File: src/rtl/i2c_rb_pkg.sv
package i2c_rb_pkg;

    typedef enum logic [2:0] {
        ST_IDLE,
        ST_ADDR,
        ST_AACK,
        ST_SEND,
        ST_MACK,
        ST_HOLD
    } rb_state_e;

    localparam int FRAME_BYTES = 3;
    typedef logic [1:0] byte_idx_t;

endpackage

File: src/rtl/i2c_rb_sync.sv
module i2c_rb_sync #(
    parameter int   WIDTH     = 2,
    parameter int   STAGES    = 2,
    parameter logic RESET_VAL = 1'b1
) (
    input  logic             clk_i,
    input  logic             rst_ni,
    input  logic [WIDTH-1:0] async_i,
    output logic [WIDTH-1:0] sync_o
);
    logic [WIDTH-1:0] stage_q [STAGES];
    logic [WIDTH-1:0] stage_d [STAGES];

    for (genvar s = 0; s < STAGES; s++) begin : g_stage
        if (s == 0) begin : g_first
            assign stage_d[s] = async_i;
        end else begin : g_next
            assign stage_d[s] = stage_q[s-1];
        end
        always_ff @(posedge clk_i or negedge rst_ni) begin
            if (!rst_ni) stage_q[s] <= {WIDTH{RESET_VAL}};
            else         stage_q[s] <= stage_d[s];
        end
    end

    assign sync_o = stage_q[STAGES-1];
endmodule

File: src/rtl/i2c_rb_cond.sv
module i2c_rb_cond (
    input  logic clk_i,
    input  logic rst_ni,
    input  logic scl_s_i,
    input  logic sda_s_i,
    output logic scl_rise_o,
    output logic scl_fall_o,
    output logic start_o,
    output logic stop_o
);
    logic scl_d, scl_q, sda_d, sda_q;

    always_comb begin
        scl_d = scl_s_i;
        sda_d = sda_s_i;
    end

    always_ff @(posedge clk_i or negedge rst_ni) begin
        if (!rst_ni) begin
            scl_q <= 1'b1;
            sda_q <= 1'b1;
        end else begin
            scl_q <= scl_d;
            sda_q <= sda_d;
        end
    end

    assign scl_rise_o = !scl_q && scl_s_i;
    assign scl_fall_o = scl_q && !scl_s_i;
    assign start_o    = scl_q && scl_s_i && sda_q && !sda_s_i;
    assign stop_o     = scl_q && scl_s_i && !sda_q && sda_s_i;
endmodule

File: src/rtl/i2c_rb_engine.sv
module i2c_rb_engine
    import i2c_rb_pkg::*;
#(
    parameter int               BYTE_W  = 8,
    parameter logic [BYTE_W-3:0] ADDR_HI = 6'b100110,
    parameter logic [4:0]       MCODE   = 5'b00001
) (
    input  logic                clk_i,
    input  logic                rst_ni,
    input  logic                scl_rise_i,
    input  logic                scl_fall_i,
    input  logic                start_i,
    input  logic                stop_i,
    input  logic                sda_s_i,
    input  logic                a0_i,
    input  logic [2*BYTE_W-1:0] data_i,
    input  logic                temp_i,
    output logic                pull_o,
    output logic                hs_o
);
    localparam int CNT_W = $clog2(BYTE_W + 1);
    localparam logic [CNT_W-1:0] BYTE_END = CNT_W'(BYTE_W);
    localparam int DATA_W = 2 * BYTE_W;

    typedef struct packed {
        rb_state_e         st;
        logic [CNT_W-1:0]  cnt;
        logic [BYTE_W-1:0] rx;
        logic [BYTE_W-1:0] tx;
        byte_idx_t         idx;
        logic              rd;
        logic              mack;
        logic              oe;
        logic              hs;
        logic [DATA_W-1:0] data;
        logic              temp;
    } eng_t;

    eng_t q, d;

    function automatic logic [BYTE_W-1:0] pick_byte(byte_idx_t i, logic [DATA_W-1:0] w, logic t);
        case (i)
            2'd0:    return w[DATA_W-1:BYTE_W];
            2'd1:    return w[BYTE_W-1:0];
            default: return {{(BYTE_W-1){1'b0}}, t};
        endcase
    endfunction

    logic [BYTE_W-2:0] my_addr;
    byte_idx_t         idx_next;
    logic [BYTE_W-1:0] byte_next;

    assign my_addr   = {ADDR_HI, a0_i};
    assign idx_next  = (q.idx == byte_idx_t'(FRAME_BYTES - 1)) ? '0 : q.idx + 2'd1;
    assign byte_next = pick_byte(idx_next, q.data, q.temp);

    always_comb begin
        d = q;
        if (stop_i) begin
            d.st  = ST_IDLE;
            d.oe  = 1'b0;
            d.hs  = 1'b0;
            d.cnt = '0;
        end else if (start_i) begin
            d.st  = ST_ADDR;
            d.oe  = 1'b0;
            d.cnt = '0;
        end else begin
            case (q.st)
                ST_ADDR: begin
                    if (scl_rise_i) begin
                        d.rx  = {q.rx[BYTE_W-2:0], sda_s_i};
                        d.cnt = q.cnt + 1'b1;
                    end else if (scl_fall_i && q.cnt == BYTE_END) begin
                        d.cnt = '0;
                        if (q.rx[BYTE_W-1:1] == my_addr) begin
                            d.st   = ST_AACK;
                            d.oe   = 1'b1;
                            d.rd   = q.rx[0];
                            d.data = data_i;
                            d.temp = temp_i;
                        end else begin
                            d.st = ST_HOLD;
                            if (q.rx[BYTE_W-1 -: 5] == MCODE) d.hs = 1'b1;
                        end
                    end
                end
                ST_AACK: begin
                    if (scl_fall_i) begin
                        if (q.rd) begin
                            d.st  = ST_SEND;
                            d.idx = '0;
                            d.tx  = pick_byte('0, q.data, q.temp);
                            d.oe  = !q.data[DATA_W-1];
                        end else begin
                            d.st = ST_HOLD;
                            d.oe = 1'b0;
                        end
                    end
                end
                ST_SEND: begin
                    if (scl_rise_i) begin
                        d.cnt = q.cnt + 1'b1;
                    end else if (scl_fall_i) begin
                        if (q.cnt == BYTE_END) begin
                            d.oe  = 1'b0;
                            d.cnt = '0;
                            d.st  = ST_MACK;
                        end else begin
                            d.tx = {q.tx[BYTE_W-2:0], 1'b0};
                            d.oe = !q.tx[BYTE_W-2];
                        end
                    end
                end
                ST_MACK: begin
                    if (scl_rise_i) begin
                        d.mack = !sda_s_i;
                    end else if (scl_fall_i) begin
                        if (q.mack) begin
                            d.st  = ST_SEND;
                            d.idx = idx_next;
                            d.tx  = byte_next;
                            d.oe  = !byte_next[BYTE_W-1];
                        end else begin
                            d.st = ST_HOLD;
                        end
                    end
                end
                default: ;
            endcase
        end
    end

    always_ff @(posedge clk_i or negedge rst_ni) begin
        if (!rst_ni) begin
            q    <= '0;
            q.st <= ST_IDLE;
        end else begin
            q <= d;
        end
    end

    assign pull_o = q.oe;
    assign hs_o   = q.hs;

    p_pull_on_edge_r10: assert property (@(posedge clk_i) disable iff (!rst_ni)
        (q.oe != $past(q.oe)) |-> $past(scl_fall_i || start_i || stop_i));
    p_hold_released_r6: assert property (@(posedge clk_i) disable iff (!rst_ni)
        (q.st == ST_HOLD || q.st == ST_IDLE) |-> !q.oe);
    p_stop_clears_r8: assert property (@(posedge clk_i) disable iff (!rst_ni)
        stop_i |=> (!q.hs && !q.oe && q.st == ST_IDLE));
    p_start_aborts_r9: assert property (@(posedge clk_i) disable iff (!rst_ni)
        start_i |=> (q.st == ST_ADDR && !q.oe));
    p_hs_no_ack_r7: assert property (@(posedge clk_i) disable iff (!rst_ni)
        $rose(q.hs) |-> (!q.oe && q.st == ST_HOLD));
endmodule

File: src/rtl/i2c_readback_target.sv
module i2c_readback_target #(
    parameter int BYTE_W      = 8,
    parameter int SYNC_STAGES = 2
) (
    input  logic                clk_i,
    input  logic                rst_ni,
    input  logic                scl_i,
    input  logic                sda_i,
    input  logic                strap_a0_i,
    input  logic [2*BYTE_W-1:0] conv_data_i,
    input  logic                src_temp_i,
    output logic                sda_pull_o,
    output logic                hs_mode_o
);
    logic [1:0] line_s;
    logic scl_rise, scl_fall, start_c, stop_c;

    i2c_rb_sync #(.WIDTH(2), .STAGES(SYNC_STAGES), .RESET_VAL(1'b1)) sync_i (
        .clk_i(clk_i), .rst_ni(rst_ni),
        .async_i({scl_i, sda_i}), .sync_o(line_s)
    );

    i2c_rb_cond cond_i (
        .clk_i(clk_i), .rst_ni(rst_ni),
        .scl_s_i(line_s[1]), .sda_s_i(line_s[0]),
        .scl_rise_o(scl_rise), .scl_fall_o(scl_fall),
        .start_o(start_c), .stop_o(stop_c)
    );

    i2c_rb_engine #(.BYTE_W(BYTE_W)) engine_i (
        .clk_i(clk_i), .rst_ni(rst_ni),
        .scl_rise_i(scl_rise), .scl_fall_i(scl_fall),
        .start_i(start_c), .stop_i(stop_c),
        .sda_s_i(line_s[0]), .a0_i(strap_a0_i),
        .data_i(conv_data_i), .temp_i(src_temp_i),
        .pull_o(sda_pull_o), .hs_o(hs_mode_o)
    );
endmodule

File: config.mk
export PLATFORM = sky130hd
export DESIGN_NAME = i2c_readback_target
export DESIGN_NICKNAME = d
export VERILOG_FILES = /design/src/rtl/i2c_rb_pkg.sv /design/src/rtl/i2c_rb_sync.sv /design/src/rtl/i2c_rb_cond.sv /design/src/rtl/i2c_rb_engine.sv /design/src/rtl/i2c_readback_target.sv
export SDC_FILE = /design/constraint.sdc
export NUM_CORES = 1
export LEC_CHECK = 0
export CAP_MARGIN = 5
export CORE_MARGIN = 3
export CORE_UTILIZATION = 61
export CTS_CLUSTER_SIZE = 25
export DETAILED_ROUTE_END_ITERATION = 16
export HOLD_SLACK_MARGIN = 0.06
export PLACE_DENSITY = 0.83
export SLEW_MARGIN = 10
export SYNTH_ARGS = -nofsm -noshare
export SYNTH_HDL_FRONTEND = slang
export SYNTH_SLANG_ARGS = --single-unit
export TNS_END_PERCENT = 5
File: constraint.sdc
create_clock -name clk_i -period 5.75 [get_ports clk_i]
set_clock_uncertainty 0.2 [all_clocks]
set_input_delay 1.15 -clock clk_i [delete_from_list [all_inputs] [get_ports clk_i]]
set_output_delay 1.15 -clock clk_i [all_outputs]
set_load 0.005 [all_outputs]
Word level (Yosys, flattened, before mapping) --
Index checks and enable logic that the tools add are counted. W data, S select, Z words.
Cells by class: $add $sub $neg 2, eq/ne operators 33, mux-type cells 48, bitwise logic cells 3, reductions and logical operators 32
Operators with widths (count):
- $mux W7 | 8
- $mux W9 | 5
- $mux W19 | 2
- $mux W18 | 2
- $ne A4 B3 Y1 const B | 7
- $mux W3 | 8
- $pmux W7 S3 | 1
- $mux W17 | 1
- $pmux W8 S2 | 1
- $ne A5 B4 Y1 const B | 3
- $mux W1 | 12
- $ne A2 B2 Y1 const B | 6
- $ne A4 B4 Y1 const B | 3
- $pmux W3 S4 | 1
- $reduce_and A4 Y1 | 3
- $reduce_and A6 Y1 | 2
- $reduce_and A11 Y1 | 1
- $ne A2 B1 Y1 const B | 5
- $reduce_and A10 Y1 | 1
- $reduce_and A9 Y1 | 1
- $logic_and A1 B1 Y1 | 8
- $mux W4 | 2
- $pmux W4 S2 | 1
- $reduce_and A8 Y1 | 1
- other kinds (20) | 33
Word-level totals: register bits after elaboration 51, input bits 22, output and inout bits 2, logic and storage cells 133

Longest topological paths before layout --
word-level depth 11, mapped depth 8

Modules after synthesis --
From an unflattened synthesis, not the netlist that was laid out.
Second synthesis, totals: cell total of the unflattened synthesis 206, area total of the unflattened synthesis 2448.6 um^2
Modules (own cells, without submodules):
- i2c_rb_engine | instances 1, cells each 196, area an instance 2258.4 um^2
- i2c_rb_sync | instances 1, cells each 4, area an instance 105.1 um^2
- i2c_rb_cond | instances 1, cells each 6, area an instance 85.1 um^2

Least setup slack after synthesis --
No wires, ideal clock.
path kind register -> register, from reg cond_i.scl_q, to reg engine_i.q[23] (netlist bit), data arrival time 2261 ps, data required time 5425 ps, setup slack 3165 ps, stages on the path, launching flop included 8, period minus slack after synthesis 2585 ps, cell sequence dfstp_2 inv_1 ha_1 buf_2 nor4b_1 nor2_1 a2111oi_4 mux2_2
On the way: cells in the longest elaborated chain, start to end 5, elaborated cells on any way between the ends 16, those cells by class 5 x eq/ne; 2 x bitwise; 9 x reduce/logical
RTL lines:
- from (decl) | RTL line i2c_rb_cond.sv:11 | logic scl_d, scl_q, sda_d, sda_q;
- from (signal assigned) | RTL line i2c_rb_cond.sv:23 | scl_q <= scl_d;
- branches (longest 4 deep; another with $ne A2 B2 Y1)
- $reduce_and A11 Y1 (no line) *
- to (decl) | RTL line i2c_rb_engine.sv:39 | eng_t q, d;
Every way passes the cells marked *. A chain may end at the register's enable or synchronous reset.

Worst setup path after layout --
from in strap_a0_i, to reg engine_i.q[7] (netlist bit)
On the way: cells in the longest elaborated chain, start to end 2
RTL lines:
- from (decl) | RTL line i2c_readback_target.sv:9 | input logic strap_a0_i,
- $eq A7 B7 Y1 | RTL line i2c_rb_engine.sv:76 | if (q.rx[BYTE_W-1:1] == my_addr) begin
- $reduce_and A6 Y1 (no line)
No other way between the ends.

==> key figures <==
Outcome
  – Outcome: complete, no violations

Finish
  – Layout cells sized above 1: 24.9%
  – N_diodes: 0
  – Fin util: 73.9%
  – Fin nets: 287
  – Final Instance Area: 3040 sq um
  – Area Growth Syn to Fin: 14.0%
  – Fillcell total: 292
  – Layout Cells excl Fill: 311

Critical path
  – Max FO, Critical Path: 18
  – Setup CP Type: in2reg
  – Critical path required time: 5.74 ns
  – Worst EP arrival: 2.96 ns
  – Crit path capture type: register
  – Startpoint Class: input port

Timing
  – Worst hold margin: 0.161 ns
  – Post-route clock period utilization: 51.7%
  – Fmax: 0.337 GHz
  – Final worst-path setup slack: 2.78 ns
  – Final hold violation count: 0
  – # setup viols final: 0
  – Worst-margin pin slew: 0.847 ns
  – Setup TNS: 0 ns
  – Normalized max-slew margin: 43.1%
  – RSZ-0062 raised after global routing: false
  – Final min period: 2.97 ns
  – Slew Limit Fails: 0

Synth
  – Syn nets: 266
  – Mapped Cells: 239
  – Syn_area_per_cell: 11.2 sq um
  – Post-Syn Area: 2670 sq um
  – Seq/Total Area, Yosys: 48.1%
  – Flops & latches, synth: 51
  – Synth unique cells: 44
  – Synth warn: 0

Die
  – # rows: 23
  – Die Ht: 72.1 um
  – Chip width: 72.1 um
  – Die footprint: 5200 sq um
  – I/O pin count: 24
  – Core box area: 4120 sq um
  – Initial Util: 64.8%

Global routing
  – Overflow after GRT: 0
  – Antenna violations before repair: 0
  – Vias in the first global route: 1785
  – Gr usage total: 21.0%
  – First-pass GRT wire length: 8.47 mm
  – Pin count of the biggest net entering global routing: 52

CTS
  – Clock sink count: 51
  – CTS tree: yes
  – Clock Path Buffers: 2
  – Worst skew pair latency: 0.31 ns
  – # resized after CTS: 0
  – Inserted Clock Buffers: 5
  – CTS Hold Bufs: 0
  – CTS H-tree depth: 2
  – CTS Root Cell: clkbuf_8
  – Reg clk slew, reported paths: 0.09 ns
  – Post-CTS Setup Inserts: 0

Place
  – Post-Place Cells: 303
  – Placed inst area: 2920 sq um
  – Dpl hpwl: 3.41 mm
  – Setup WS pre-CTS: 2.46 ns
  – PortBufs: 23
  – Placer congestion estimate: 0.835

Routing
  – DRT iter0 DRCs: 216
  – Drt pass-1 iters: 4
  – Drt total wl: 5.03 mm
  – Vias per cell: 6.11
  – Post-DRT Antenna Nets: 0
  – Via count: 1901
  – Avg WL per Cell: 16.2 um
  – Drt drc: 0

Power
  – Total power draw: 0.907 mW
  – Power Dens Cells: 298 nW/um^2
  – Max VDD drop: 227 uV
  – Leak: 1.31 nW

Flow run
  – Max_cap viols: 0

Min path
  – Hold crit path type: reg2reg
-- cells in the final DEF (no fill, tap or decap), drive strengths merged, types with 2 or more instances in the layout --
cell type	instances
a2111oi	3
a211oi	3
a21oi	25
a22o	7
buf	2
clkbuf	6
clkdlybuf4s50	22
dfrtp	45
dfstp	6
ha	5
inv	14
mux2	37
mux2i	2
nand2	5
nand2b	8
nand3	4
nand3b	3
nor2	12
nor2b	3
nor3	4
nor3b	4
nor4	3
nor4b	2
o211ai	3
o21ai	12
o221ai	2
or3	2
or3b	5
-- layer usage --
metal  GRT usage, %  wire, um  vias up
li1               -         -      910
met1           30.1      2290      924
met2           31.6      2320       57
met3           4.29       316       10
met4           7.72        97        0
met5              0         0        -
-- critical path, stage by stage --
cell             delay, ns
clkdlybuf4s50_1       0.41
xor2_1                0.18
nor3_1                0.33
nand3_2               0.44
mux2_2                0.44
-- cells in the mapped netlist --
cell	n	area, sq um
nand3b_1	3	22.5
a22oi_1	1	7.51
o221ai_1	2	17.5
a211oi_1	3	22.5
a2111oi_0	2	17.5
a2111oi_4	1	27.5
nor2_1	12	45.0
nand3_1	3	15.0
nor4_4	1	21.3
xor2_1	1	8.76
o211ai_1	3	22.5
xnor2_1	1	8.76
nor4_1	2	12.5
nor2b_1	3	18.8
or3_4	1	11.3
nand2_1	5	18.8
nand2b_1	8	50.1
buf_2	2	10.0
nor3_1	4	20.0
and3_1	1	6.26
nor3b_1	4	30.0
buf_4	1	7.51
a21oi_1	25	125
inv_1	13	48.8
buf_1	1	3.75
a21bo_2	1	10.0
mux2_2	37	417
a221oi_1	1	8.76
or3b_2	5	43.8
clkbuf_1	6	22.5
a211o_2	1	10.0
a22o_1	7	61.3
mux2i_1	2	20.0
nand3_2	1	10.0
and2_1	1	6.26
ha_1	5	62.6
dfstp_2	6	158
o2111ai_1	1	8.76
nor4b_1	2	17.5
and3b_4	1	12.5
dfrtp_1	45	1130
or3_1	1	6.26
a21o_1	1	7.51
o21ai_0	12	60.1
-- flip-flops by register name (all words and copies together) (netlist names) --
register,flops
cond_i.scl_q,1
cond_i.sda_q,1
engine_i.hs_o,1
engine_i.pull_o,1
engine_i.q,43
sync_i.stage_d,2
sync_i.sync_o,2
-- power breakdown --
group / internal (mW) / leakage, nW / switching [mW] / total [mW]
Combinational: 0.0936 / 0.575 / 0.0814 / 0.175
Clock: 0.143 / 0.0618 / 0.118 / 0.261
Sequential: 0.413 / 0.673 / 0.0583 / 0.471
Total: 0.650 / 1.31 / 0.257 / 0.907
-- final timing paths --
check,startpoint,endpoint,slack (ns),cells past startpoint
worst max-delay path,strap_a0_i,engine_i.q[7],2.78,5
worst max register to register,engine_i.q[44],engine_i.q[28],2.94,4
worst min register to register,sync_i.stage_d[1],sync_i.sync_o[1],0.16,0
min in group asynchronous,rst_ni,engine_i.q[44],0.74,2
max in group asynchronous,rst_ni,engine_i.q[2],4.20,2
worst min-delay path,sync_i.stage_d[1],sync_i.sync_o[1],0.16,0
-- kinds of logic (layout without fill, tap and decap cells) --
group / after synthesis / in the layout / share of synthesized area, %
AO/OA/AOI/OAI: 61 / 61 / 15.2
XOR/XNOR: 2 / 2 / 0.657
adder cells (fa/ha/maj): 5 / 5 / 2.35
buffers and inverters: 23 / 45 / 3.47
flip-flops: 51 / 51 / 48.1
multiplexers: 39 / 39 / 16.4
AND/OR/NAND/NOR: 58 / 58 / 13.8
-- final cells by class --
| class | instances | area [sq um] | area share, % |
|---|---|---|---|
| multi-input combinational | 165 | 1290 | 42.5 |
| sequential | 51 | 1280 | 42.2 |
| timing repair buffer | 24 | 233 | 7.65 |
| clock buffer | 6 | 82.6 | 2.72 |
| tap | 50 | 62.6 | 2.06 |
| inverter | 13 | 48.8 | 1.60 |
| clock inverter | 2 | 38.8 | 1.28 |
Note: power is estimated with default switching activity, not from simulation.
